===== src/rtl/rot_pkg.sv =====
package rot_pkg;

  typedef enum logic [1:0] {
    OP_ROT_LEFT   = 2'b00,
    OP_ROT_RIGHT  = 2'b01,
    OP_CARRY_LEFT = 2'b10,
    OP_CARRY_RIGHT= 2'b11
  } rot_op_e;

  // bit 1 of the code selects the carry loop, bit 0 the direction
  function automatic logic op_uses_carry(input rot_op_e op);
    return op[1];
  endfunction

  function automatic logic op_is_right(input rot_op_e op);
    return op[0];
  endfunction

endpackage


===== src/rtl/rot_rst_sync.sv =====
module rot_rst_sync (
  input  logic clk,
  input  logic rst_n,
  output logic rst_sync_n
);

  logic stage1_q;
  logic stage2_q;

  always_ff @(posedge clk or negedge rst_n) begin
    if (!rst_n) begin
      stage1_q <= 1'b0;
      stage2_q <= 1'b0;
    end else begin
      stage1_q <= 1'b1;
      stage2_q <= stage1_q;
    end
  end

  assign rst_sync_n = stage2_q;

endmodule


===== src/rtl/rot_count_reduce.sv =====
module rot_count_reduce #(
  parameter int WIDTH = 16,
  parameter int LG    = $clog2(WIDTH),
  parameter int EW    = LG + 1
) (
  input  logic [LG:0]   raw_cnt,
  input  logic          use_carry,
  output logic [EW-1:0] eff_cnt,
  output logic          cnt_zero,
  output logic          cnt_one
);

  localparam logic [EW-1:0] LOOP_LEN = EW'(WIDTH + 1);

  logic [EW-1:0] plain_cnt;
  logic [EW-1:0] carry_cnt;

  // Plain rotate: modulo WIDTH, i.e. drop the top bit.
  always_comb begin
    plain_cnt = {1'b0, raw_cnt[LG-1:0]};
  end

  // Carry rotate: mask to LG+1 bits (< 2*(WIDTH+1)), then a single
  // conditional subtract gives the modulo (WIDTH+1) remainder.
  always_comb begin
    if (raw_cnt >= LOOP_LEN) begin
      carry_cnt = raw_cnt - LOOP_LEN;
    end else begin
      carry_cnt = raw_cnt;
    end
  end

  always_comb begin
    eff_cnt  = use_carry ? carry_cnt : plain_cnt;
    cnt_zero = (eff_cnt == '0);
    cnt_one  = (eff_cnt == EW'(1));
  end

endmodule


===== src/rtl/rot_datapath.sv =====
module rot_datapath #(
  parameter int WIDTH = 16,
  parameter int EW    = $clog2(WIDTH) + 1
) (
  input  logic [WIDTH-1:0] op_data,
  input  logic             op_cf,
  input  logic [EW-1:0]    amt,
  input  logic             go_right,
  output logic [WIDTH-1:0] plain_res,
  output logic [WIDTH:0]   loop_res
);

  localparam logic [EW-1:0] PLAIN_SPAN = EW'(WIDTH);
  localparam logic [EW-1:0] LOOP_SPAN  = EW'(WIDTH + 1);

  logic [EW-1:0]  plain_back;
  logic [EW-1:0]  loop_back;
  logic [WIDTH:0] loop_src;
  logic [WIDTH-1:0] rol_v, ror_v;
  logic [WIDTH:0]   rcl_v, rcr_v;

  // Complementary shift distances; a zero amount yields a full-span
  // back shift, which empties that term and leaves the source intact.
  always_comb begin
    plain_back = PLAIN_SPAN - amt;
    loop_back  = LOOP_SPAN - amt;
    loop_src   = {op_cf, op_data};
  end

  always_comb begin
    rol_v = (op_data << amt) | (op_data >> plain_back);
    ror_v = (op_data >> amt) | (op_data << plain_back);
    rcl_v = (loop_src << amt) | (loop_src >> loop_back);
    rcr_v = (loop_src >> amt) | (loop_src << loop_back);
  end

  always_comb begin
    plain_res = go_right ? ror_v : rol_v;
    loop_res  = go_right ? rcr_v : rcl_v;
  end

endmodule


===== src/rtl/rot_flag_gen.sv =====
module rot_flag_gen #(
  parameter int WIDTH = 16
) (
  input  logic             use_carry,
  input  logic             go_right,
  input  logic             cnt_zero,
  input  logic             cnt_one,
  input  logic [WIDTH-1:0] op_data,
  input  logic             op_cf,
  input  logic             op_of,
  input  logic [WIDTH-1:0] plain_res,
  input  logic [WIDTH:0]   loop_res,
  output logic [WIDTH-1:0] res_data,
  output logic             res_cf,
  output logic             res_of,
  output logic             res_commit
);

  logic [WIDTH-1:0] sel_data;
  logic             sel_cf;

  always_comb begin
    if (use_carry) begin
      sel_data = loop_res[WIDTH-1:0];
      sel_cf   = loop_res[WIDTH];
    end else begin
      sel_data = plain_res;
      sel_cf   = go_right ? plain_res[WIDTH-1] : plain_res[0];
    end
  end

  always_comb begin
    if (cnt_zero) begin
      res_data   = op_data;
      res_cf     = op_cf;
      res_of     = op_of;
      res_commit = 1'b0;
    end else begin
      res_data   = sel_data;
      res_cf     = sel_cf;
      res_of     = cnt_one ? (sel_data[WIDTH-1] ^ op_data[WIDTH-1]) : op_of;
      res_commit = 1'b1;
    end
  end

endmodule


===== src/rtl/rot_unit.sv =====
module rot_unit #(
  parameter int WIDTH = 16,
  parameter int CNT_W = 8
) (
  input  logic             clk,
  input  logic             rst_n,
  input  logic             in_valid,
  input  logic [1:0]       in_op,
  input  logic [CNT_W-1:0] in_count,
  input  logic [WIDTH-1:0] in_data,
  input  logic             in_cf,
  input  logic             in_of,
  output logic             out_valid,
  output logic [WIDTH-1:0] out_data,
  output logic             out_cf,
  output logic             out_of,
  output logic             out_commit
);
  import rot_pkg::*;

  localparam int LG = $clog2(WIDTH);
  localparam int EW = LG + 1;

  logic          rst_sync_n;
  rot_op_e       op_e;
  logic          use_carry, go_right;
  logic [EW-1:0] eff_cnt;
  logic          cnt_zero, cnt_one;
  logic [WIDTH-1:0] plain_res;
  logic [WIDTH:0]   loop_res;
  logic [WIDTH-1:0] res_data;
  logic             res_cf, res_of, res_commit;

  logic             nxt_valid, nxt_cf, nxt_of, nxt_commit;
  logic [WIDTH-1:0] nxt_data;
  logic             valid_q, cf_q, of_q, commit_q;
  logic [WIDTH-1:0] data_q;

  rot_rst_sync u_rst_sync (
    .clk        (clk),
    .rst_n      (rst_n),
    .rst_sync_n (rst_sync_n)
  );

  always_comb begin
    op_e      = rot_op_e'(in_op);
    use_carry = op_uses_carry(op_e);
    go_right  = op_is_right(op_e);
  end

  rot_count_reduce #(.WIDTH(WIDTH), .LG(LG), .EW(EW)) u_reduce (
    .raw_cnt   (in_count[LG:0]),
    .use_carry (use_carry),
    .eff_cnt   (eff_cnt),
    .cnt_zero  (cnt_zero),
    .cnt_one   (cnt_one)
  );

  rot_datapath #(.WIDTH(WIDTH), .EW(EW)) u_path (
    .op_data   (in_data),
    .op_cf     (in_cf),
    .amt       (eff_cnt),
    .go_right  (go_right),
    .plain_res (plain_res),
    .loop_res  (loop_res)
  );

  rot_flag_gen #(.WIDTH(WIDTH)) u_flags (
    .use_carry  (use_carry),
    .go_right   (go_right),
    .cnt_zero   (cnt_zero),
    .cnt_one    (cnt_one),
    .op_data    (in_data),
    .op_cf      (in_cf),
    .op_of      (in_of),
    .plain_res  (plain_res),
    .loop_res   (loop_res),
    .res_data   (res_data),
    .res_cf     (res_cf),
    .res_of     (res_of),
    .res_commit (res_commit)
  );

  // Next-state: result registers load only when an operand is accepted.
  always_comb begin
    nxt_valid = in_valid;
    if (in_valid) begin
      nxt_data   = res_data;
      nxt_cf     = res_cf;
      nxt_of     = res_of;
      nxt_commit = res_commit;
    end else begin
      nxt_data   = data_q;
      nxt_cf     = cf_q;
      nxt_of     = of_q;
      nxt_commit = commit_q;
    end
  end

  always_ff @(posedge clk or negedge rst_sync_n) begin
    if (!rst_sync_n) begin
      valid_q  <= 1'b0;
      data_q   <= '0;
      cf_q     <= 1'b0;
      of_q     <= 1'b0;
      commit_q <= 1'b0;
    end else begin
      valid_q  <= nxt_valid;
      data_q   <= nxt_data;
      cf_q     <= nxt_cf;
      of_q     <= nxt_of;
      commit_q <= nxt_commit;
    end
  end

  assign out_valid  = valid_q;
  assign out_data   = data_q;
  assign out_cf     = cf_q;
  assign out_of     = of_q;
  assign out_commit = commit_q;

endmodule


===== config.mk =====
export PLATFORM = sky130hd
export DESIGN_NAME = rot_unit
export DESIGN_NICKNAME = d
export VERILOG_FILES = /design/src/rtl/rot_pkg.sv /design/src/rtl/rot_rst_sync.sv /design/src/rtl/rot_count_reduce.sv /design/src/rtl/rot_datapath.sv /design/src/rtl/rot_flag_gen.sv /design/src/rtl/rot_unit.sv
export SDC_FILE = /design/constraint.sdc
export NUM_CORES = 1
export LEC_CHECK = 0
export BUFFER_PORTS_ARGS = -buffer_cell sky130_fd_sc_hd__buf_2
export CELL_PAD_IN_SITES_DETAIL_PLACEMENT = 0
export CELL_PAD_IN_SITES_GLOBAL_PLACEMENT = 2
export CORE_ASPECT_RATIO = 0.8
export CORE_UTILIZATION = 30
export DETAILED_ROUTE_END_ITERATION = 6
export GPL_TIMING_DRIVEN = 0
export PLACE_DENSITY = 0.75
export SLEW_MARGIN = 20
export SYNTH_ARGS = -nofsm -noshare
export SYNTH_HDL_FRONTEND = slang
export SYNTH_SLANG_ARGS = --single-unit
export TNS_END_PERCENT = 20

===== constraint.sdc =====
create_clock -name clk -period 1.65 [get_ports clk]
set_clock_uncertainty 0.05 [all_clocks]
set_input_delay 0.0825 -clock clk [delete_from_list [all_inputs] [get_ports clk]]
set_output_delay 0.0825 -clock clk [all_outputs]
set_load 0.1 [all_outputs]

==> out/metrics.csv <==
metric,value,unit
clockRootBuffer,clkbuf_16,
cp-startpoint,in_count[1],
drc,0,
synth_warnings,0,
hold_violations,0,
p_sw,3520,uW
tritoncts,yes,
crit_slowest_cell,a222oi_1,
ios,51,
fill_cells,1775,
cpMostUsedCell,buf_12,
finalSetupViolations,19,
worst_setup_path_end_kind,register,
maxSlewViolCount,0,
fin_ws,-1.521,ns
violations,setup timing,
seqPwrFrac,11.5,%
clockBufferDepth,2,
ys_ff_latch,22,
grt_pass1_wl,54180,um
start_util,31.11,%
r2r-end,out_data[5],
io_buffers,40,
cp_data_required_time,1.73,ns
grt_pass1_vias,7546,
syn_avg_cell_area,6.912,um^2
synth_top_area_share,12.25,%
dr.pass1.iters,6,
worst-path-buf-inv,5,
cts.sinks,22,
internal_power,2458,uW
holdWs,0.07910,ns
hold_class,input port to async pin,
die_w,153.0,um
crit_type,input port to register,
p_leak,0.003007,uW
r2r_slack,0.24,ns
synth_flop_cell,dfrtp_1,
antenna_found_initial,1,
setup_tns,-23.12,ns
synthTopCellsByArea,"mux2i_1 (12%), dfrtp_1 (10%), a21oi_1 (6.4%)",
dp_hpwl,29170,um
cts_made_buffers,3,
drt_wl_total,39050,um
grt_max_degree,21,
core_area,17590,um^2
seq_area_frac_synth,10.06,%
rows,43,
die_h,122.8,um
drive_gt1_share,39.51,%
clkTransAtPathRegs,0.06,ns
viasPerCell,7.369,
cts-htree-levels,1,
outcome,"finished, violations left",
synth_cell_type_count,89,
synth_top_area_cell,mux2i_1,
crit_chain,buf_8 -> buf_12 -> inv_8 -> ha_4 -> or4_4 -> buf_12 -> a21oi_4 -> buf_12 -> mux2i_4 -> mux2i_4 -> a22o_1 -> a222oi_1 -> a2bb2oi_2 -> o221ai_2,
path_delay_family,compound AO/OA/AOI/OAI gates,
crit_path_max_incr_delay,0.72,ns
cellPowerDensity,747.7,nW/um^2
timing.fmax,315.4,MHz
diodes,0,
drv_cap,0,
arrival,3.25,ns
cp_max_fo,6,
synthCells,792,
syn-num-nets,826,
p_clk_share,8.8,%
cp-start-kind,input port,
place_congestion,1.072,
dieArea,18790,um^2
ant_nets,0,
syn_to_final_growth,46.06,%
grt_use_total,40.41,%
grt_overflow_total,0,
vias,8297,
synth_edf_count,0,
rsz0062_at_grt,yes,
nets,937,
syn_area,5474,um^2
r2r_start,out_data[5],
worstMarginPinSlew,0.9110,ns
async_flop_share,100.0,%
swShare,58.88,%
relSlewSlack,39.26,%
min_period,3.171,ns
timing.final.crit_share,192.2,%
fin_util,45.44,%
dr.first_iter.drc_count,1354,
insertion_delay,0.26,ns
irDropWorstVdd,0.4389,mV
worst_r2r_path_depth,6,
wl_per_cell,34.68,um
combPwrFrac,79.8,%
cells by family (layout without fill, tap and decap cells):
kind of cell | Yosys count | count (layout) | synth area share (%)
compound gates | 326 | 326 | 41.08
simple gates | 254 | 254 | 22.38
buf+inv | 95 | 204 | 7.954
mux | 83 | 83 | 16.37
flops | 22 | 22 | 10.06
xor+xnor | 8 | 8 | 1.417
fa+ha+maj | 3 | 3 | 0.6858
other cells | 1 | 1 | 0.06851
routing by layer:
metal,GRT usage (%),share of wire (%),vias to the layer above
met5,0,0,-
li1,-,-,3308
met3,16.81,15,205
met2,56.31,38,769
met1,51.50,39,4015
met4,24.56,8.1,0
timing repair:
action                                 4_1_cts  5_1_grt
pin swaps                                   29       34
setup endpoints to repair                   19       19
endpoints found under the hold margin        3        0
hold buffers                                 2        0
gates resized for setup                    190      125
setup buffers                               44       22
cell usage after synthesis, drive strengths merged (9+ instances only):
cell and number:
nand2 76, a21oi 71, nor2 68, mux2i 67, o21ai 61, buf 39
clkbuf 35, nor3 32, a211oi 31, a31oi 22, dfrtp 22, nand3 21
inv 19, o211ai 16, and2 12, mux2 12, o22ai 12, a221oi 10
or3 9
worst max path at each step:
stage | endpoint | cells after the start
after CTS | out_data[1] | 18
after global routing | out_data[11] | 14
after detailed placement | out_data[7] | 13
after floorplan | out_data[1] | 18
after global placement | out_data[7] | 13
final | out_data[11] | 14
power by group through the flow:
stage / logic, uW / registers [uW] / clock network (uW)
after floorplan: 1780 / 1350 / 0
after global placement: 3710 / 689 / 0
after detailed placement: 3620 / 696 / 0
after CTS: 4140 / 687 / 537
after global routing: 4820 / 699 / 553
final: 4770 / 685 / 524
metrics by stage:
step           setup WS, ns  area [um^2]  power [uW]  cells
6_report             -1.521         7995        5978   1126
5_1_grt              -1.458         7995        6074   1126
4_1_cts              -1.332         7281        5365   1106
3_5_place_dp         -3.064         6073        4316   1058
3_3_place_gp         -3.240         6062        4401   1057
2_1_floorplan        -1.253         5580        3131    792
flip-flops by register name, summed over array words and instances (netlist names):
register               count
out_cf                     1
out_commit                 1
out_data                  16
out_of                     1
out_valid                  1
u_rst_sync.rst_sync_n      1
u_rst_sync.stage1_q        1
layout make-up:
| cell class | count | area [um^2] | area share, % |
|---|---|---|---|
| Inverter | 20 | 87.58 | 1.095 |
| Buffer | 72 | 591.8 | 7.402 |
| Timing Repair Buffer | 109 | 833.3 | 10.42 |
| Sequential cell | 22 | 550.5 | 6.886 |
| Tap cell | 225 | 281.5 | 3.521 |
| Multi-Input combinational cell | 675 | 5575 | 69.73 |
| Clock buffer | 3 | 75.07 | 0.9390 |
cells in the final DEF, fill, tap and decap left out, types with 6 or more instances in the layout:
cell type / instances
and2_1: 7
o21ai_2: 6
a211oi_2: 11
a21oi_2: 14
mux2i_2: 14
buf_4: 67
nor3_1: 26
a31oi_1: 19
nand4b_1: 7
inv_1: 14
nand3_1: 18
buf_6: 18
a211oi_1: 17
dfrtp_1: 22
nor2_1: 60
mux2_2: 11
a21oi_1: 52
clkbuf_4: 7
a221oi_1: 6
clkbuf_1: 14
mux2i_1: 38
or3_1: 9
o21ai_0: 41
o22ai_1: 7
o211ai_1: 16
nand2_1: 66
buf_12: 10
buf_2: 46
clkbuf_2: 7
a211o_1: 6
nand2_2: 7
and3_1: 7
o21ai_1: 13
mux2i_4: 15
o31ai_1: 6
No activity file was read; power rests on OpenSTA's default activity.
